[config.mk]
export PLATFORM = sky130hd
export DESIGN_NAME = code_guess_ctrl
export DESIGN_NICKNAME = d
export VERILOG_FILES = /design/src/rtl/cg_pkg.sv /design/src/rtl/cg_key_gate.sv /design/src/rtl/cg_code_store.sv /design/src/rtl/cg_round_ctrl.sv /design/src/rtl/code_guess_ctrl.sv
export SDC_FILE = /design/constraint.sdc
export NUM_CORES = 1
export LEC_CHECK = 0
export BUFFER_PORTS_ARGS = -buffer_cell sky130_fd_sc_hd__buf_2
export CAP_MARGIN = 5
export CORE_ASPECT_RATIO = 1.1
export CORE_MARGIN = 2
export CORE_UTILIZATION = 35
export CTS_CLUSTER_DIAMETER = 30
export DETAILED_ROUTE_END_ITERATION = 12
export GPL_TIMING_DRIVEN = 1
export SYNTH_ARGS = -nofsm -noshare
export SYNTH_HDL_FRONTEND = slang
export SYNTH_SLANG_ARGS = --single-unit
[constraint.sdc]
create_clock -name clk_i -period 1.7 [get_ports clk_i]
set_input_delay 0.34 -clock clk_i [delete_from_list [all_inputs] [get_ports clk_i]]
set_output_delay 0.34 -clock clk_i [all_outputs]
set_load 0.01 [all_outputs]
[src/rtl/cg_pkg.sv]
package cg_pkg;
  typedef enum logic [2:0] {
    DISP_ECHO    = 3'd0,
    DISP_NEWLINE = 3'd1,
    DISP_WIN     = 3'd2,
    DISP_LOSE    = 3'd3,
    DISP_REVEAL  = 3'd4
  } disp_op_e;

  typedef enum logic [1:0] {
    ST_IDLE   = 2'd0,
    ST_SCORE  = 2'd1,
    ST_REVEAL = 2'd2,
    ST_END    = 2'd3
  } round_st_e;
endpackage

[src/rtl/cg_key_gate.sv]
module cg_key_gate #(
  parameter int KEY_W = 3,
  parameter int SYMS  = 6
) (
  input  logic             clk_i,
  input  logic             rst_ni,
  input  logic [KEY_W-1:0] key_i,
  input  logic             key_vld_i,
  input  logic             busy_i,
  input  logic             drop_i,
  output logic             game_rst_o,
  output logic             dig_vld_o,
  output logic [KEY_W-1:0] dig_o
);
  localparam logic [KEY_W-1:0] TOP_SYM = KEY_W'(SYMS - 1);

  logic             is_rst;
  logic             new_dig;
  logic             pend_v_q;
  logic [KEY_W-1:0] pend_q;

  assign is_rst     = key_vld_i && (key_i > TOP_SYM);
  assign new_dig    = key_vld_i && !is_rst;
  assign game_rst_o = is_rst;
  // held key goes first; a new key behind it takes the slot
  assign dig_vld_o  = !busy_i && (pend_v_q || new_dig);
  assign dig_o      = pend_v_q ? pend_q : key_i;

  always_ff @(posedge clk_i or negedge rst_ni) begin
    if (!rst_ni) begin
      pend_v_q <= 1'b0;
      pend_q   <= '0;
    end else if (is_rst || drop_i) begin
      pend_v_q <= 1'b0;
    end else if (busy_i) begin
      if (new_dig) begin
        pend_v_q <= 1'b1;
        pend_q   <= key_i;
      end
    end else if (pend_v_q) begin
      if (new_dig) pend_q <= key_i;
      else         pend_v_q <= 1'b0;
    end
  end
endmodule

[src/rtl/cg_code_store.sv]
module cg_code_store #(
  parameter int KEY_W  = 3,
  parameter int DIGITS = 4,
  parameter int SYMS   = 6,
  parameter int RND_W  = 8,
  parameter int POS_W  = 2
) (
  input  logic                    clk_i,
  input  logic                    rst_ni,
  input  logic                    wr_i,
  input  logic                    draw_i,
  input  logic [POS_W-1:0]        pos_i,
  input  logic [KEY_W-1:0]        dig_i,
  input  logic [RND_W-1:0]        rnd_i,
  output logic [DIGITS*KEY_W-1:0] guess_o,
  output logic [DIGITS*KEY_W-1:0] secret_o
);
  localparam int PROD_W = RND_W + KEY_W;

  logic [PROD_W-1:0] prod;
  logic [KEY_W-1:0]  draw_dig;

  // scaled count: high part of rnd*SYMS lies in 0..SYMS-1
  assign prod     = PROD_W'(rnd_i) * PROD_W'(SYMS);
  assign draw_dig = prod[RND_W +: KEY_W];

  for (genvar g = 0; g < DIGITS; g++) begin : g_dig
    logic [KEY_W-1:0] guess_q;
    logic [KEY_W-1:0] code_q;
    logic             hit;

    assign hit = (pos_i == POS_W'(g));

    always_ff @(posedge clk_i or negedge rst_ni) begin
      if (!rst_ni) begin
        guess_q <= '0;
        code_q  <= '0;
      end else begin
        if (wr_i && hit)   guess_q <= dig_i;
        if (draw_i && hit) code_q  <= draw_dig;
      end
    end

    assign guess_o[g*KEY_W +: KEY_W]  = guess_q;
    assign secret_o[g*KEY_W +: KEY_W] = code_q;
  end
endmodule

[src/rtl/cg_round_ctrl.sv]
module cg_round_ctrl
  import cg_pkg::*;
#(
  parameter int              KEY_W      = 3,
  parameter int              DIGITS     = 4,
  parameter int              FB_W       = 8,
  parameter int              MAX_GUESS  = 6,
  parameter int              LINE_GUESS = 3,
  parameter int              POS_W      = 2,
  parameter logic [FB_W-1:0] WIN_FB     = 'hF0
) (
  input  logic             clk_i,
  input  logic             rst_ni,
  input  logic             game_rst_i,
  input  logic             dig_vld_i,
  input  logic [KEY_W-1:0] dig_i,
  input  logic             score_vld_i,
  input  logic [FB_W-1:0]  score_i,
  output logic             busy_o,
  output logic             drop_o,
  output logic             wr_o,
  output logic             draw_o,
  output logic [POS_W-1:0] pos_o,
  output logic             score_req_o,
  output logic [FB_W-1:0]  fb_o,
  output logic             fb_we_o,
  output logic             disp_vld_o,
  output logic [2:0]       disp_op_o,
  output logic [KEY_W-1:0] disp_dig_o
);
  localparam int              CNT_W    = $clog2(MAX_GUESS + 1);
  localparam logic [POS_W-1:0] LAST_POS = POS_W'(DIGITS - 1);
  localparam logic [CNT_W-1:0] LOSE_CNT = CNT_W'(MAX_GUESS);
  localparam logic [CNT_W-1:0] LINE_CNT = CNT_W'(LINE_GUESS);

  round_st_e        st_q;
  logic [POS_W-1:0] pos_q;
  logic             have_q;
  logic [CNT_W-1:0] cnt_q;
  logic [CNT_W-1:0] cnt_inc;
  logic [FB_W-1:0]  fb_q;
  logic             fb_we_q;
  logic             dv_q;
  disp_op_e         dop_q;
  logic [KEY_W-1:0] ddig_q;
  logic             accept;

  assign accept  = (st_q == ST_IDLE) && dig_vld_i && !game_rst_i;
  assign cnt_inc = cnt_q + CNT_W'(1);

  assign busy_o      = (st_q == ST_SCORE) || (st_q == ST_REVEAL);
  assign drop_o      = (st_q == ST_END);
  assign wr_o        = accept;
  assign draw_o      = accept && !have_q;
  assign pos_o       = pos_q;
  assign score_req_o = (st_q == ST_SCORE);
  assign fb_o        = fb_q;
  assign fb_we_o     = fb_we_q;
  assign disp_vld_o  = dv_q;
  assign disp_op_o   = dop_q;
  assign disp_dig_o  = ddig_q;

  always_ff @(posedge clk_i or negedge rst_ni) begin
    if (!rst_ni) begin
      st_q    <= ST_IDLE;
      pos_q   <= '0;
      have_q  <= 1'b0;
      cnt_q   <= '0;
      fb_q    <= '0;
      fb_we_q <= 1'b0;
      dv_q    <= 1'b0;
      dop_q   <= DISP_ECHO;
      ddig_q  <= '0;
    end else begin
      fb_we_q <= 1'b0;
      dv_q    <= 1'b0;
      dop_q   <= DISP_ECHO;
      ddig_q  <= '0;
      if (game_rst_i) begin
        st_q   <= ST_IDLE;
        pos_q  <= '0;
        have_q <= 1'b0;
        cnt_q  <= '0;
      end else begin
        unique case (st_q)
          ST_IDLE: begin
            if (accept) begin
              dv_q   <= 1'b1;
              ddig_q <= dig_i;
              if (pos_q == LAST_POS) begin
                pos_q  <= '0;
                have_q <= 1'b1;
                st_q   <= ST_SCORE;
              end else begin
                pos_q <= pos_q + 1'b1;
              end
            end
          end
          ST_SCORE: begin
            if (score_vld_i) begin
              fb_q    <= score_i;
              fb_we_q <= 1'b1;
              if (score_i == WIN_FB) begin
                dv_q  <= 1'b1;
                dop_q <= DISP_WIN;
                st_q  <= ST_REVEAL;
              end else begin
                cnt_q <= cnt_inc;
                if (cnt_inc == LOSE_CNT) begin
                  dv_q  <= 1'b1;
                  dop_q <= DISP_LOSE;
                  st_q  <= ST_REVEAL;
                end else begin
                  if (cnt_inc == LINE_CNT) begin
                    dv_q  <= 1'b1;
                    dop_q <= DISP_NEWLINE;
                  end
                  st_q <= ST_IDLE;
                end
              end
            end
          end
          ST_REVEAL: begin
            dv_q  <= 1'b1;
            dop_q <= DISP_REVEAL;
            st_q  <= ST_END;
          end
          ST_END: ;
          default: st_q <= ST_IDLE;
        endcase
      end
    end
  end
endmodule

[src/rtl/code_guess_ctrl.sv]
module code_guess_ctrl #(
  parameter int              KEY_W      = 3,
  parameter int              DIGITS     = 4,
  parameter int              SYMS       = 6,
  parameter int              RND_W      = 8,
  parameter int              FB_W       = 8,
  parameter int              MAX_GUESS  = 6,
  parameter int              LINE_GUESS = 3,
  parameter logic [FB_W-1:0] WIN_FB     = 'hF0
) (
  input  logic                    clk_i,
  input  logic                    rst_ni,
  input  logic [KEY_W-1:0]        key_i,
  input  logic                    key_vld_i,
  input  logic [RND_W-1:0]        rnd_i,
  input  logic                    score_vld_i,
  input  logic [FB_W-1:0]         score_i,
  output logic                    score_req_o,
  output logic [DIGITS*KEY_W-1:0] guess_o,
  output logic [DIGITS*KEY_W-1:0] secret_o,
  output logic [FB_W-1:0]         fb_o,
  output logic                    fb_we_o,
  output logic                    disp_vld_o,
  output logic [2:0]              disp_op_o,
  output logic [KEY_W-1:0]        disp_dig_o
);
  localparam int POS_W = (DIGITS > 1) ? $clog2(DIGITS) : 1;

  logic             game_rst;
  logic             dig_vld;
  logic [KEY_W-1:0] dig;
  logic             busy;
  logic             drop;
  logic             wr;
  logic             draw;
  logic [POS_W-1:0] pos;

  cg_key_gate #(
    .KEY_W (KEY_W),
    .SYMS  (SYMS)
  ) u_gate (
    .clk_i      (clk_i),
    .rst_ni     (rst_ni),
    .key_i      (key_i),
    .key_vld_i  (key_vld_i),
    .busy_i     (busy),
    .drop_i     (drop),
    .game_rst_o (game_rst),
    .dig_vld_o  (dig_vld),
    .dig_o      (dig)
  );

  cg_round_ctrl #(
    .KEY_W      (KEY_W),
    .DIGITS     (DIGITS),
    .FB_W       (FB_W),
    .MAX_GUESS  (MAX_GUESS),
    .LINE_GUESS (LINE_GUESS),
    .POS_W      (POS_W),
    .WIN_FB     (WIN_FB)
  ) u_ctrl (
    .clk_i       (clk_i),
    .rst_ni      (rst_ni),
    .game_rst_i  (game_rst),
    .dig_vld_i   (dig_vld),
    .dig_i       (dig),
    .score_vld_i (score_vld_i),
    .score_i     (score_i),
    .busy_o      (busy),
    .drop_o      (drop),
    .wr_o        (wr),
    .draw_o      (draw),
    .pos_o       (pos),
    .score_req_o (score_req_o),
    .fb_o        (fb_o),
    .fb_we_o     (fb_we_o),
    .disp_vld_o  (disp_vld_o),
    .disp_op_o   (disp_op_o),
    .disp_dig_o  (disp_dig_o)
  );

  cg_code_store #(
    .KEY_W  (KEY_W),
    .DIGITS (DIGITS),
    .SYMS   (SYMS),
    .RND_W  (RND_W),
    .POS_W  (POS_W)
  ) u_store (
    .clk_i    (clk_i),
    .rst_ni   (rst_ni),
    .wr_i     (wr),
    .draw_i   (draw),
    .pos_i    (pos),
    .dig_i    (dig),
    .rnd_i    (rnd_i),
    .guess_o  (guess_o),
    .secret_o (secret_o)
  );
endmodule

### Word level (Yosys, flattened, before mapping)

Index checks and enable logic that the tools add are counted.

| operators by class | value |
|---|---|
| multiplexer cells | 47 |
| reductions and logical operators | 35 |
| eq/ne operators | 14 |
| order comparisons | 1 |
| bitwise gates (word level) | 2 |
| add/sub/neg operators | 2 |
| multiply operators | 1 |

Operators by type and width:

| kind | count |
|---|---|
| 2-to-1 mux 3 bit | 15 |
| 2-to-1 mux 2 bit | 10 |
| 2-to-1 mux 1 bit | 19 |
| logical AND 1 bit | 14 |
| nonzero test 2 bit | 6 |
| multiplier 8 x 2 -> 10 bit, second input constant | 1 |
| AND reduction 3 bit | 3 |
| equality test 2 bit, second input constant | 4 |
| equality test 8 bit, second input constant | 1 |
| inequality test 3 x 1 -> 1 bit, second input constant | 2 |
| case mux 2 bit (3 select lines) | 1 |
| case mux 3 bit (2 select lines) | 1 |
| equality test 2 x 1 -> 1 bit, second input constant | 2 |
| zero test 2 bit | 2 |
| AND reduction 2 bit | 2 |
| AND reduction 4 bit | 1 |
| nonzero test 4 bit | 1 |
| adder 3 x 1 -> 3 bit, second input constant | 1 |
| equality test 3 x 2 -> 1 bit, second input constant | 1 |
| equality test 3 bit, second input constant | 1 |
| greater-than comparator 3 bit, second input constant | 1 |
| zero test 1 bit | 3 |
| logical OR 1 bit | 3 |
| inequality test 3 x 2 -> 1 bit, second input constant | 1 |
| 5 further kinds | 6 |

| word-level totals | value |
|---|---|
| register bits | 52 |
| output and inout bits | 41 |
| word-level logic and storage cells | 121 |

### Logic depth before layout (Yosys ltp)

Gate-level depths: netlist of run 1.

| logic depth | value |
|---|---|
| word-level depth | 11 |
| mapped depth | 6 |

### Hierarchy

Synthesis of run 1 repeated with hierarchy kept, for this count alone.

| second synthesis, totals | value |
|---|---|
| cell total of the unflattened synthesis | 233 |
| area, all modules | 2667.6 um2 |

By module, submodules not included:

| module | instances | seq. area each (um2) | area an instance (um2) | cells an instance |
|---|---|---|---|---|
| cg_code_store | 1 | 600.6 | 1316.3 | 120 |
| cg_round_ctrl | 1 | 600.6 | 1126.1 | 95 |
| cg_key_gate | 1 | 100.1 | 225.2 | 18 |

### Least setup slack after synthesis of run 1

OpenSTA, ideal clock, no wires.

| timing path | value |
|---|---|
| path type | reg-to-reg |
| from | reg u_ctrl.st_q[0] |
| to | reg u_store.g_dig[0].guess_q[0] |
| slack | -0.174 ns |
| library setup time | 0.127 ns |
| cell stages (with the launch flop) | 7 |
| arrival | 1.746 ns |
| required time | 1.573 ns |
| buffers on the path | 0 |
| path through | dfrtp_1 inv_1 ha_1 nand2b_4 nor3_4 nand2_2 mux2_1 |

| on the way | value |
|---|---|
| cells in the longest elaborated chain, start to end | 7 |
| elaborated cells between the ends (all ways) | 9 |

RTL lines:

| element | RTL line | source |
|---|---|---|
| start, declared | cg_round_ctrl.sv:36 | `round_st_e st_q;` |
| start signal, assigned | cg_round_ctrl.sv:65 | `st_q <= ST_IDLE;` |
| start signal, assigned | cg_round_ctrl.sv:80 | `st_q <= ST_IDLE;` |
| start signal, assigned | cg_round_ctrl.sv:93 | `st_q <= ST_SCORE;` |
| equality test 2 x 1 -> 1 bit / equality test 2 bit (equally long branches) | cg_round_ctrl.sv:51 | `assign busy_o = (st_q == ST_SCORE) \|\| (st_q == ST_REVEAL);` |
| logical OR 1 bit | cg_round_ctrl.sv:51 |  |
| zero test 1 bit | cg_key_gate.sv:26 | `assign dig_vld_o = !busy_i && (pend_v_q \|\| new_dig);` |
| logical AND 1 bit | cg_key_gate.sv:26 |  |
| logical AND 1 bit * (2 in series) | cg_round_ctrl.sv:48 | `assign accept = (st_q == ST_IDLE) && dig_vld_i && !game_rst_i;` |
| logical AND 1 bit * | cg_code_store.sv:39 | `if (wr_i && hit) guess_q <= dig_i;` |
| end signal, assigned | cg_code_store.sv:39 |  |
| end, declared | cg_code_store.sv:28 | `logic [KEY_W-1:0] guess_q;` |

Every way passes the cells marked *; elsewhere a longest branch is shown, timed or not.
A chain may end at the register's enable or synchronous reset.

### Worst setup path after layout of run 1

| timing path | value |
|---|---|
| from | reg u_ctrl.st_q[1] |
| to | reg u_store.g_dig[1].code_q[1] |

| on the way | value |
|---|---|
| cells in the longest elaborated chain, start to end | 8 |
| elaborated cells between the ends (all ways) | 10 |

RTL lines:

| element | RTL line | source |
|---|---|---|
| equality test 2 x 1 -> 1 bit / equality test 2 bit (equally long branches) | cg_round_ctrl.sv:51 |  |
| logical OR 1 bit | cg_round_ctrl.sv:51 |  |
| zero test 1 bit | cg_key_gate.sv:26 |  |
| logical AND 1 bit | cg_key_gate.sv:26 |  |
| logical AND 1 bit * (2 in series) | cg_round_ctrl.sv:48 |  |
| logical AND 1 bit * | cg_round_ctrl.sv:54 | `assign draw_o = accept && !have_q;` |
| logical AND 1 bit * | cg_code_store.sv:40 | `if (draw_i && hit) code_q <= draw_dig;` |
| end signal, assigned | cg_code_store.sv:40 |  |
| end, declared | cg_code_store.sv:29 | `logic [KEY_W-1:0] code_q;` |

Marked as above.

==> results list, run 1 <==
- Final critical-path share of the clock period: 102%
* Switch Pwr: 0.00195 W
- Multi-input gate area: 1480 sq um
- Area grow syn2layout: 33.3%
- Post-DP HPWL: 4450 microns
* CP Data Required Time: 1890 ps
- Core Area: 7560 sq um
- Of all nets on the critical path, the largest fanout is 5.
- Setup violations remaining at the end of the flow were counted as 4.
- Cells taking the most area after synthesis: dfrtp_1 47%, ha_1 9.1%, mux2_2 7.3%, mux2_1 4.5%, nor4_4 3.1%
* Hold slack: -12.3 ps
- TritonCTS built the clock tree.
- Post-route worst setup slack: -36.4 ps
* Portion of total power attributed to combinational logic: 48.6%
- IR analysis of the VDD net gives a maximum drop of 0.000553 V.
- Count of pins on the block boundary: 64
* Final weighted congestion in routability-driven placement: 0.827
- Count of nets left with antenna violations after detail routing: 0
* EDFF count, synth: 0
- The flow ran to the end, but the final reports show violations.
- Lkg Pwr: 1.83 nW
- STA classifies the critical path startpoint as a register.
* Number of detailed-routing iterations run before antenna repair: 4
- FMAX: 576 MHz
* Accumulated negative setup slack: -87.0 ps
- Distinct cells, synth: 48
- Clock Latency Late Sink: 310 ps
* Unrepaired setup endpoints after global routing: yes
- Cells with a size suffix above 1 make up 49.4% of the layout.
- Summed over all layers, the routed wires come to 5830 microns.
- Worst r2r dst: u_store.g_dig[1].code_q[1]
- The number of global-route vias before repair was 2048.
* 1st-iter DRT viols: 30
* Number of cells traversed by the worst register-to-register path: 8
- The initial utilization of the core area, before any placement, comes to 36.5%.
* Type of destination of the critical path: register
- In the synthesized netlist, the number of instances is 228.
* Proportion of power drawn by flip-flops and latches: 37.3%
- Clock-pin slew was measured on the worst setup and hold paths at 100 ps.
* R2R Path Start: u_ctrl.st_q[1]
- Int Pwr: 0.00351 W
- Final min period: 1740 ps
* Number of instances in the placed design: 428
- Each instance of the synthesized netlist takes up on average 12.1 sq um.
- Top library cells by usage in the layout, fill and taps aside: 62 x buf_2, 52 x dfrtp_1, 32 x buf_4
* Slew Viols, Final: 0
- Clock Sink Count: 52
* Fraction of synthesis flops using an asynchronous set or reset pin: 100%
- Across the whole layout, storage elements account for 1300 sq um.
- From bottom edge to top edge, the die measures 97.1 microns.
* Clock Power Share: 14.1%
- Hold buffer count at cts: 0
* DRC: 0
* Total number of placement rows: 33
* Max clock buf depth: 2
- Most frequently used flop master after synthesis: dfrtp_1
* Cell area reported after detailed placement: 3470 sq um
- The worst setup path is of the reg -> reg kind.
- During placement, the flow inserted port buffers numbering 63.
- Dividing the detail-routed via count by the number of cells gives 4.80.
* Commonest non-fill, non-tap cell in the layout: buf_2
- After synthesis, the largest area contributor takes up 47.2% of total cell area.
* Die outline width: 88.7 microns
- Global Route Usage Sum: 13.8%
- Final cell utilization of the core: 48.7%
* Wire length of the first global-routing pass: 9410 microns
* Switching share of power: 35.7%
- Largest clock skew in the final design: 13.7 ps
* Initial antenna violation count: 0
- Power spread over the standard cell area amounts to 1480 nW/um^2.
- At the end of the flow, the number of nets in the layout was 374.
- Max-cap violation count: 0
- After detailed routing, the average wire length per cell comes to 13.3 microns.
- Number of warnings reported in the yosys synthesis log: 0
* Pin count of the biggest net entering global routing: 53
- The biggest area contributor in the post-synthesis netlist is dfrtp_1.
- The die covers 8610 sq um.
* Clock root buffer: clkbuf_8
- For the worst setup path, the data arrival time is 1930 ps.
- Summing every instance area after synthesis gives 2760 sq um.
- Total gr overflow: 0
- Portion of the post-synthesis area used by sequential elements: 47.2%
- Count of endpoints failing hold in the final timing report: 9
* Violations in the final reports: negative hold slack, negative setup slack
* Ant diodes: 0
- For the pin with the worst max-slew slack, the measured transition is 390 ps.
- Total number of vias: 2096
- Class of the worst hold path: in -> async
- Counting the buffers created by CTS gives 5.
* Post-Synthesis Net Count: 271
* Worst slew margin relative to its limit: 73.7%
* FILL cells: 705
- The setup check on the worst reg-to-reg path leaves a slack of -40 ps.
* Finished Layout Cells: 437
* Register bit count reported by yosys: 52
- H-tree Lvls: 2
- After routing the design area is 3680 sq um.
==> cell type report <==
| class | count | share of cell area [%] |
|---|---|---|
| Tap cell | 105 | 3.57 |
| Inverter | 13 | 1.33 |
| Clock inverter | 2 | 0.476 |
| Multi-Input combinational cell | 160 | 40.3 |
| Sequential cell | 52 | 35.4 |
| Timing Repair Buffer | 99 | 16.7 |
| Clock buffer | 6 | 2.24 |
==> flip-flops by register name, summed over array words and instances (netlist names), 2 cells and up <==
register / count
u_store.g_dig.guess_q: 12
u_ctrl.disp_dig_o: 3
u_ctrl.fb_o: 8
u_ctrl.disp_op_o: 3
u_store.g_dig.code_q: 12
u_ctrl.st_q: 2
u_ctrl.pos_o: 2
u_ctrl.cnt_q: 3
u_gate.pend_q: 3
==> power groups by stage <==
| stage | clock [W] | sequential (W) | combinational (W) |
|---|---|---|---|
| 2_1_floorplan | 0 | 0.00223 | 0.00123 |
| 3_3_place_gp | 0 | 0.00205 | 0.00237 |
| 3_5_place_dp | 0 | 0.00207 | 0.00240 |
| 4_1_cts | 0.000796 | 0.00204 | 0.00245 |
| 5_1_grt | 0.000839 | 0.00211 | 0.00291 |
| 6_report | 0.000770 | 0.00204 | 0.00265 |
==> worst max-delay path, stage by stage (launching register included) <==
cell and delay [ps]:
dfrtp_1 410, inv_2 80, ha_4 200, nand2b_4 150, buf_6 140, nor4_4 260
buf_4 200, nand2b_1 100, nand3_1 70
==> synthesized netlist by cell type, types with 5 or more instances <==
cell and n:
nand2b_1 8, dfrtp_1 52, inv_1 13, mux2_1 11
nand3_1 5, a21oi_1 9, ha_1 20, mux2_2 18
nand4_1 6, a31oi_1 5, nor2_1 10, o211ai_1 6
o21ai_0 5
==> routing by layer <==
layer	share of wire (%)	vias to the layer above	wire (microns)	global-route usage [%]
met5	0	-	0	0
met4	1.0	0	61	4.20
met3	3.2	5	188	2.29
met2	49	37	2860	22.6
met1	47	1026	2720	18.4
li1	-	1028	-	-
==> worst max-delay path by stage <==
| stage | from | to | slack (ps) |
|---|---|---|---|
| after floorplan | u_ctrl.st_q[0] | u_store.g_dig[0].guess_q[0] | -80 |
| after CTS | u_ctrl.st_q[1] | u_ctrl.pos_o[0] | -40 |
| after global routing | u_ctrl.st_q[0] | u_store.g_dig[3].code_q[1] | -140 |
| after global placement | rnd_i[5] | u_store.g_dig[2].code_q[2] | -60 |
| final | u_ctrl.st_q[1] | u_store.g_dig[1].code_q[1] | -40 |
| after detailed placement | rnd_i[5] | u_store.g_dig[2].code_q[2] | -100 |
==> per-stage QoR <==
stage / power (W) / setup WS, ps / hold WS, ps
3_5_place_dp: 0.00447 / -95.3 / 362
5_1_grt: 0.00586 / -139 / 19.5
4_1_cts: 0.00529 / -41.4 / 13.4
3_3_place_gp: 0.00441 / -64.7 / 355
6_report: 0.00546 / -36.4 / -12.3
2_1_floorplan: 0.00346 / -84.8 / 44.4
==> cells by family after synthesis <==
logic type	count (synthesis)	share of synthesized area, %
xor+xnor	3	0.953
mux	31	12.7
flops	52	47.2
buf+inv	16	2.77
fa+ha+maj	20	9.07
simple gates	65	17.1
compound gates	41	10.2
==> repair_timing <==
item	4_1_cts	5_1_grt
gates resized for setup	6	21
pin swaps	3	4
buffers inserted	1	1
hold endpoints to repair	0	0
endpoints found under the setup margin	22	25
gates cloned	0	0
(Power assumes the default switching activity.)
==> run 2: changes to the inputs <==
--- a/config.mk
+++ b/config.mk
@@ -11,8 +11,11 @@
 export CORE_MARGIN = 2
 export CORE_UTILIZATION = 35
 export CTS_CLUSTER_DIAMETER = 30
+export CTS_CLUSTER_SIZE = 25
 export DETAILED_ROUTE_END_ITERATION = 12
 export GPL_TIMING_DRIVEN = 1
+export PLACE_DENSITY = 0.55
 export SYNTH_ARGS = -nofsm -noshare
 export SYNTH_HDL_FRONTEND = slang
+export SYNTH_HIERARCHICAL = 1
 export SYNTH_SLANG_ARGS = --single-unit
==> run 2 against run 1 <==
  * The flow finishes with violations (negative setup slack)
  * Flip-flop and latch count unchanged
  * Via count increased by 4.6%
  * Critical path depth increased by 1
  * Cell count shrank 0.92%
  * Hold slack better by 26 ps
  * Sequential power is essentially flat
  * Clock power rose by 28%
==> results list, run 2 <==
- The flow ran to the end, but the final reports show violations.
- The final reports fail on negative setup slack.
* Die Ht: 95.6 microns (-1.6%)
- The power density relative to cell area was 1610 nW/um^2 (+8.7%).
* Count of endpoints failing hold in the final timing report: 0 (-9)
- Starting utilization of the core area: 35.9% (-0.62 points)
- The peak fanout along the critical path is 6 (+1).
* Post-Route WL: 6100 microns (+4.6%)
- TritonCTS built the clock tree.
- Total number of placement rows: 33 (unchanged)
- The worst clock skew was 3.45 ps (-10.3 ps).
- The clock sink count was 52 (unchanged).
- Int Pwr: 0.00393 W (+12%)
- The total buffers and inverters traversed by the critical path was 3 (unchanged).
* Area grow syn2layout: 41.4%
* R2R Path Start: u_ctrl/st_q[1]
- The clock-pin slew reported for the worst setup and hold paths after clock tree synthesis came to 90 ps (about the same).
* Post-synthesis cell type with the largest combined area: dfrtp_1
- Worst r2r dst: u_store/g_dig[1].guess_q[0]
- The number of antenna repair diodes is 0 (unchanged).
- By count the netlist is led by 52 x dfrtp_1, 24 x nor2_1, 16 x ha_1.
- Final nets: 385 (+2.9%)
- The post-synthesis mux area share is 12.1% (-0.60 points).
* Distinct cells, synth: 48 (unchanged)
- The remaining global-route overflow is 0 (unchanged).
- Total number of vias: 2193 (+4.6%)
- Register bit count reported by yosys: 52 (unchanged)
* Synth Area in XOR/XNOR: 0.985% (+0.033 points)
- The final critical delay including setup and external delays was 1870 ps (+138 ps).
- The largest voltage drop on the vdd net was 0.000776 V (+40%).
- Fraction of the mapped netlist area in compound gates: 11.0% (+0.77 points)
- The critical path ends at u_store/g_dig[1].guess_q[0].
- Max clock buf depth: 2 (unchanged)
* Cell Area, Synth: 2670 sq um (-3.3%)
* Post-Synthesis Net Count: 272 (+0.37%)
- DRC: 0 (unchanged)
* Max stage delay cell, worst path: dfrtp_1
* Slew Viols, Final: 0 (unchanged)
- Slowest cell delay on critical path: 400 ps (about the same)
- The placement-stage worst setup slack is -193 ps (-97.6 ps).
- Initial antenna violation count: 0 (unchanged)
- Final weighted congestion in routability-driven placement: 0.785 (-5.1%)
- Proportion of power drawn by flip-flops and latches: 34.1% (-3.2 points)
* Worst endpoint data arrival time: 2070 ps (+140 ps)
- The number of input and output port buffers inserted is 63 (unchanged).
* Global Route Usage Sum: 14.8% (+1.1 points)
- Post-route worst setup slack: -174 ps (-138 ps)
* Multi-input gate area: 1480 sq um (-0.34%)
- Area of all sequential standard cells: 1300 sq um (unchanged)
* Wire length of the first global-routing pass: 9830 microns (+4.4%)
* Number of detailed-routing iterations run before antenna repair: 4 (unchanged)
* Portion of the post-synthesis area used by sequential elements: 48.8% (+1.6 points)
* Post-DP HPWL: 4370 microns (-1.9%)
- The number of warnings printed during yosys synthesis was 6 (+6).
* Clock Power Share: 16.2% (+2.1 points)
* Register-to-register path setup slack: -170 ps (-140 ps)
* Top library cells by usage in the layout, fill and taps aside: 62 x buf_2, 52 x dfrtp_1, 40 x buf_4
- In this design, the critical path's most frequently occurring cell is nor2_4.
* CP Data Required Time: 1890 ps (about the same)
- The async set-reset flop share out of synthesis was 100% (unchanged).
- The leakage power was 1.85 nW (+1.1%).
- The path class of the tightest hold or removal check is in -> async.
- Clock Latency Late Sink: 300 ps (about the same)
- The critical path starts at u_ctrl/st_q[1].
- Startpoint type of the worst setup path: register
- H-tree Lvls: 2 (unchanged)
- The count of nets left with antenna violations after detail routing is 0 (unchanged).
- Via density per instance: 5.06 (+5.6%)
* Portion of total power attributed to combinational logic: 49.7% (+1.1 points)
- FMAX: 533 MHz (-7.4%)
* Kind of critical path: reg -> reg
* Endpoints failing setup: 24 (+20)
- Number of cells traversed by the worst register-to-register path: 9 (+1)
- The cts-stage hold buffer count came to 0 (unchanged).
* Final critical-path share of the clock period: 110% (+8.1 points)
- FILL cells: 699 (-0.85%)
* Most frequently used flop master after synthesis: dfrtp_1
- The fraction of synthesized cell area taken by the top area cell type was 48.8% (+1.6 points).
* Switch Pwr: 0.00215 W (+10%)
- The wire length per cell after detailed routing was 14.1 microns (+5.6%).
- The count of flip-flops with a built-in enable after synthesis is 0 (unchanged).
* Fraction of final layout cells sized beyond drive strength 1: 50.0% (+0.60 points)
- Count of pins on the block boundary: 64 (unchanged)
* Synthesized instance count: 233 (+2.2%)
- The net switching fraction of the power is 35.3% (-0.40 points).
- The simple-gate portion of the synthesized area is 16.7% (-0.35 points).
- Clock tree synthesis selected as its root buffer the cell clkbuf_8.
- The depth of the critical timing path with buffers and inverters included was 9 (+1).
* Post-synthesis share of cell area spent on full adders, half adders and majority gates: 7.50% (-1.6 points)
* Number of buffers inserted during clock tree synthesis: 5 (unchanged)
- Ranked by total cell area, the synthesized netlist is headed by dfrtp_1 49%, ha_1 7.5%, mux2_2 6.3%, mux2_1 3.4%, nor2_1 3.4%.
- Type of destination of the critical path: register
* Die area: 8340 sq um (-3.2%)
* Core Area: 7430 sq um (-1.6%)
- The slew of the pin with the lowest slew margin came to 423 ps (+33.3 ps).
* Most instantiated library cell after synthesis: dfrtp_1
- The floorplan die width was 87.2 microns (-1.6%).
* Worst slew margin relative to its limit: 71.5% (-2.2 points)
* Max-cap violation count: 0 (unchanged)
- Largest family of logic cells by synthesized area: simple AND/OR/NAND/NOR gates
- Cell family contributing the most delay on the critical path: simple AND/OR/NAND/NOR gates
* Accumulated negative setup slack: -2590 ps (-2500 ps)
- Post-Syn Area per Cell: 11.4 sq um (-5.4%)
- The library cell used most frequently in the layout, excluding fill and tap cells, is buf_2.
- Pin count of the biggest net entering global routing: 53 (unchanged)
* Cell-by-cell listing of the critical path: inv_2 > ha_4 > nor2_4 > nand2_4 > buf_4 > nor2_4 > buf_6 > nand3b_1 > mux2_2
* Unrepaired setup endpoints after global routing: yes
- The number of DRC violations after detailed-routing iteration 0 came to 57 (+90%).
- Number of global-route vias before repair: 2099 (+2.5%)
==> run 2: cell types whose count changed in the layout (fill, tap and decap cells not counted), sizes merged, moves of 5 or more <==
cell	before	now
a21oi	9	15
buf	99	110
inv	15	10
nand2	8	14
nand2b	9	2
nand3b	1	6
nor2	12	26
==> run 2: cell type report <==
class                      count  area share, %
tap                           87           2.89
timing repair buffer         110           19.0
sequential                    52           34.5
inverter                      10          0.995
clock inverter                 2           1.59
clock buffer                   5           1.82
multi-input combinational    167           39.2
==> run 2: power groups by stage <==
stage,Combinational [W],Sequential (W),Clock [W]
finish,0.00302,0.00207,0.000984
global route,0.00333,0.00214,0.00107
CTS,0.00280,0.00206,0.00103
detailed placement,0.00261,0.00207,0
global placement,0.00258,0.00206,0
floorplan,0.00137,0.00226,0
==> run 2: cells by family after synthesis <==
family	after synthesis
fa+ha+maj	16
simple gates	80
xor+xnor	3
flops	52
mux	28
compound gates	39
buf+inv	15
==> run 2: how the worst min path moves through the flow <==
stage / endpoint / slack, ps
2_1_floorplan: u_ctrl/cnt_q[0] / 40
4_1_cts: u_gate/pend_q[2] / 20
6_report: u_ctrl/st_q[0] / 10
3_5_place_dp: u_ctrl/st_q[0] / 360
3_3_place_gp: u_ctrl/st_q[0] / 360
5_1_grt: u_ctrl/st_q[0] / 40
==> run 2: what timing repair did <==
item / 4_1_cts / 5_1_grt
endpoints found under the setup margin: 27 / 40
pin swaps: 6 / 13
hold endpoints to repair: 0 / 0
cloned: 0 / 1
resized for setup: 16 / 21
buffers inserted: 6 / 5
==> run 2: metal layers <==
metal	GRT usage [%]	share of wire, %	vias up
met5	0	0	-
met4	3.85	1.3	0
li1	-	-	1065
met2	25.3	49	42
met1	19.1	46	1079
met3	3.12	3.5	7
==> run 2: per-stage QoR <==
| step | hold WS, ps | power, W | util [%] | instances | cell area [sq um] |
|---|---|---|---|---|---|
| floorplan | 44.4 | 0.00363 | - | 233 | 2710 |
| global placement | 357 | 0.00464 | 45.8 | 415 | 3400 |
| detailed placement | 356 | 0.00469 | 45.8 | 415 | 3400 |
| CTS | 20.0 | 0.00589 | 48.9 | 428 | 3630 |
| global route | 35.4 | 0.00654 | 50.7 | 433 | 3770 |
| finish | 13.8 | 0.00608 | 50.7 | 433 | 3770 |
==> run 3: changes to the inputs <==
--- a/config.mk
+++ b/config.mk
@@ -9,12 +9,14 @@
 export CAP_MARGIN = 5
 export CORE_ASPECT_RATIO = 1.1
 export CORE_MARGIN = 2
-export CORE_UTILIZATION = 35
+export CORE_UTILIZATION = 44
 export CTS_CLUSTER_DIAMETER = 30
 export CTS_CLUSTER_SIZE = 25
 export DETAILED_ROUTE_END_ITERATION = 12
 export GPL_TIMING_DRIVEN = 1
-export PLACE_DENSITY = 0.55
+export PLACE_DENSITY = 0.67
+export RECOVER_POWER = 25
+export SETUP_SLACK_MARGIN = 0.15
 export SYNTH_ARGS = -nofsm -noshare
 export SYNTH_HDL_FRONTEND = slang
 export SYNTH_HIERARCHICAL = 1
==> run 3 against run 2 <==
  * The flow still finishes with violations (negative setup slack)
  * Largest cell class unchanged
  * Critical endpoint is now u_ctrl/disp_vld_o
  * Clock-buffer cell count increased by 1
  * Clock power is 22% lower
  * Combinational power increased by 19%
  * Hold slack better by 260 ps
  * Maximum frequency decreased by 3.8%
  * First-iteration DRC count up 23%
  * Sequential share of layout area shrank 1.5 points
  * Global-route usage rose by 5.1 points
  * Total power rose by 5.9%
  * Cell count is 0.46% higher
  * Non-clock buffer count up 11
==> results list, run 3 (synthesis results as in run 2) <==
* Result of the run: complete, but fails checks
- Violations in the final reports: negative setup slack
- Final critical-path share of the clock period: 115% (+4.4 points)
* CP Data Required Time: 1890 ps (about the same)
- The endpoint identified for the worst register-to-register timing path is u_ctrl/disp_vld_o.
* FILL cells: 427 (-39%)
- The root buffer cell chosen for the clock tree is clkbuf_8.
- The largest voltage drop on the vdd net is 0.000940 V (+21%).
- The maximum root-to-sink buffer count came to 2 (unchanged).
- R2R Path Start: u_ctrl/st_q[0]
- Number of global-route vias before repair: 2233 (+6.4%)
* Max stage delay cell, worst path: dfrtp_1
* Hold buffer count at cts: 0 (unchanged)
- The post-layout total power was 0.00644 W (+5.9%).
- The final RePlAce weighted congestion came to 0.813 (+3.5%).
- In the layout the commonest cells are 62 x buf_2, 52 x dfrtp_1, 42 x buf_4.
* Lkg Pwr: 1.93 nW (+4.3%)
- Hold slack: 275 ps (+261 ps)
* Register-to-register path setup slack: -250 ps (-70 ps)
- The top achievable clock speed was 513 MHz (-3.8%).
* Cell Pwr Density: 1630 nW/um^2 (+1.2%)
- The count of final setup violators was 41 (+71%).
* Core Area: 5810 sq um (-22%)
- The layout cell share with drive strength beyond 1 is 56.4% (+6.4 points).
- The final hold violation count came to 0 (unchanged).
- Area grow syn2layout: 47.9%
* Worst endpoint data arrival time: 2140 ps (+70 ps)
* Clock Sink Count: 52 (unchanged)
- The max-slew headroom at the worst pin is 14.0% (-57 points).
* Clock tree from TritonCTS: yes
* Startpoint type of the worst setup path: register
- CTS clock-pin slew for the worst setup and hold paths: 100 ps (about the same)
- Slew Viols, Final: 0 (unchanged)
- Class of the worst hold path: in -> reg
- The maximum level of the CTS H-tree was 2 (unchanged).
- The detail-routed via count per cell came to 5.18 (+2.3%).
* Number of cells traversed by the worst register-to-register path: 11 (+2)
- The total buffers and inverters traversed by the critical path is 5 (+2).
- Worst path most repeated cell: buf_6
- The number of buffers created by CTS was 5 (unchanged).
- The slew of the pin with the lowest slew margin came to 1290 ps (+866 ps).
- The remaining global-route overflow is 0 (unchanged).
- Starting utilization of the core area: 45.9% (+10 points)
- The height of the chip is 85.7 microns (-10%).
- Count of pins on the block boundary: 64 (unchanged)
* DRC: 0 (unchanged)
- Final nets: 396 (+2.9%)
- The global-route wire length before repair is 10700 microns (+8.9%).
* Kind of critical path: reg -> reg
* Worst hold path stage count: 2
* Max-cap violation count: 0 (unchanged)
- The wire length per cell after detailed routing came to 15.5 microns (+9.8%).
- Ant diodes: 0 (unchanged)
* Die outline width: 78.2 microns (-10%)
- The kind of cell with the highest combined delay along the critical path is buffers and inverters.
- Leaving out fill and tap cells, the most frequent cell in the layout is buf_2.
- The worst clock skew is 4.35 ps (+0.896 ps).
- The row count came to 29 (-12%).
* Slowest cell delay on critical path: 400 ps (about the same)
- Number of detailed-routing iterations run before antenna repair: 4 (unchanged)
* Global Route Usage Sum: 19.9% (+5.1 points)
- The worst path setup slack after routing is -249 ps (-74.7 ps).
- Hold Path Sink: u_gate/pend_q[0]
- The detailed placement HPWL is 4410 microns (+0.95%).
* Unrepaired setup endpoints after global routing: yes
- Worst Min Path Start: key_i[0]
- The peak fanout along the critical path was 2 (-4).
- Cell-by-cell listing of the critical path: inv_2 > ha_4 > nor2_4 > nand2_4 > buf_4 > buf_6 > nor2_4 > buf_6 > buf_6 > nor2_2 > a2111oi_4
- The worst setup path is captured at a register.
- Final min period: 1950 ps (+74.7 ps)
* Initial antenna violation count: 0 (unchanged)
- The number of input and output port buffers inserted was 63 (unchanged).
- Count of nets left with antenna violations after detail routing: 0 (unchanged)
* Clock Latency Late Sink: 300 ps (about the same)
- The maximum number of pins on one net before global-route repair came to 53 (unchanged).
* Die area: 6700 sq um (-20%)
- The number of DRC violations after detailed-routing iteration 0 came to 70 (+23%).
- Post-Route WL: 6720 microns (+10%)
* Total number of vias: 2253 (+2.7%)
run 3: how the worst max path moves through the flow:
| stage | start | to | slack, ps | depth (start not counted) |
|---|---|---|---|---|
| after detailed placement | key_i[1] | u_store/g_dig[0].code_q[1] | -280 | 9 |
| after CTS | u_ctrl/st_q[1] | u_store/g_dig[2].code_q[1] | -200 | 9 |
| after floorplan | u_ctrl/st_q[0] | u_store/g_dig[3].code_q[1] | -250 | 8 |
| after global routing | u_ctrl/st_q[1] | u_store/g_dig[0].code_q[1] | -320 | 10 |
| after global placement | key_i[1] | u_store/g_dig[3].code_q[1] | -210 | 9 |
| final | u_ctrl/st_q[0] | u_ctrl/disp_vld_o | -250 | 11 |
run 3: metrics by stage:
step           util [%]  setup WS, ps  cell area (sq um)  cells  TNS [ps]
2_1_floorplan         -          -254               2710    233     -2460
3_3_place_gp       58.0          -214               3370    404     -2450
3_5_place_dp       58.0          -281               3370    404     -4330
4_1_cts            64.7          -197               3750    424     -2650
5_1_grt            68.0          -319               3950    435     -9030
6_report           68.0          -249               3950    435     -5690
run 3: worst register-to-register path: stages (launching register included):
cell,delay (ps)
dfrtp_1,400
inv_2,80
ha_4,210
nor2_4,120
nand2_4,70
buf_4,130
buf_6,110
nor2_4,100
buf_6,110
buf_6,100
nor2_2,50
a2111oi_4,350
run 3: repair_timing:
action,in CTS,in global routing
gates resized for setup,43,23
setup buffers,11,11
pin swaps,21,10
setup endpoints to repair,41,47
cloned,1,0
run 3: where the power goes:
part / switching, W / internal, W / leakage, nW
Sequential: 0.000316 / 0.00176 / 0.655
Clock: 0.000423 / 0.000342 / 0.0522
Combinational: 0.00166 / 0.00194 / 1.22
run 3: layer usage:
layer,part of all wire [%],track usage [%]
met5,0,0
met4,1.6,7.18
met2,53,33.3
met1,43,26.6
met3,2.6,2.84
run 3: layout make-up:
cell class	instances	area, sq um	area share, %
clock buffers	6	82.6	2.09
clock inverters	2	17.5	0.444
inverters	10	37.5	0.951
multi-input cells	167	1600	40.6
flip-flops and latches	52	1300	33.0
well taps	77	96.3	2.44
repair buffers	121	811	20.5
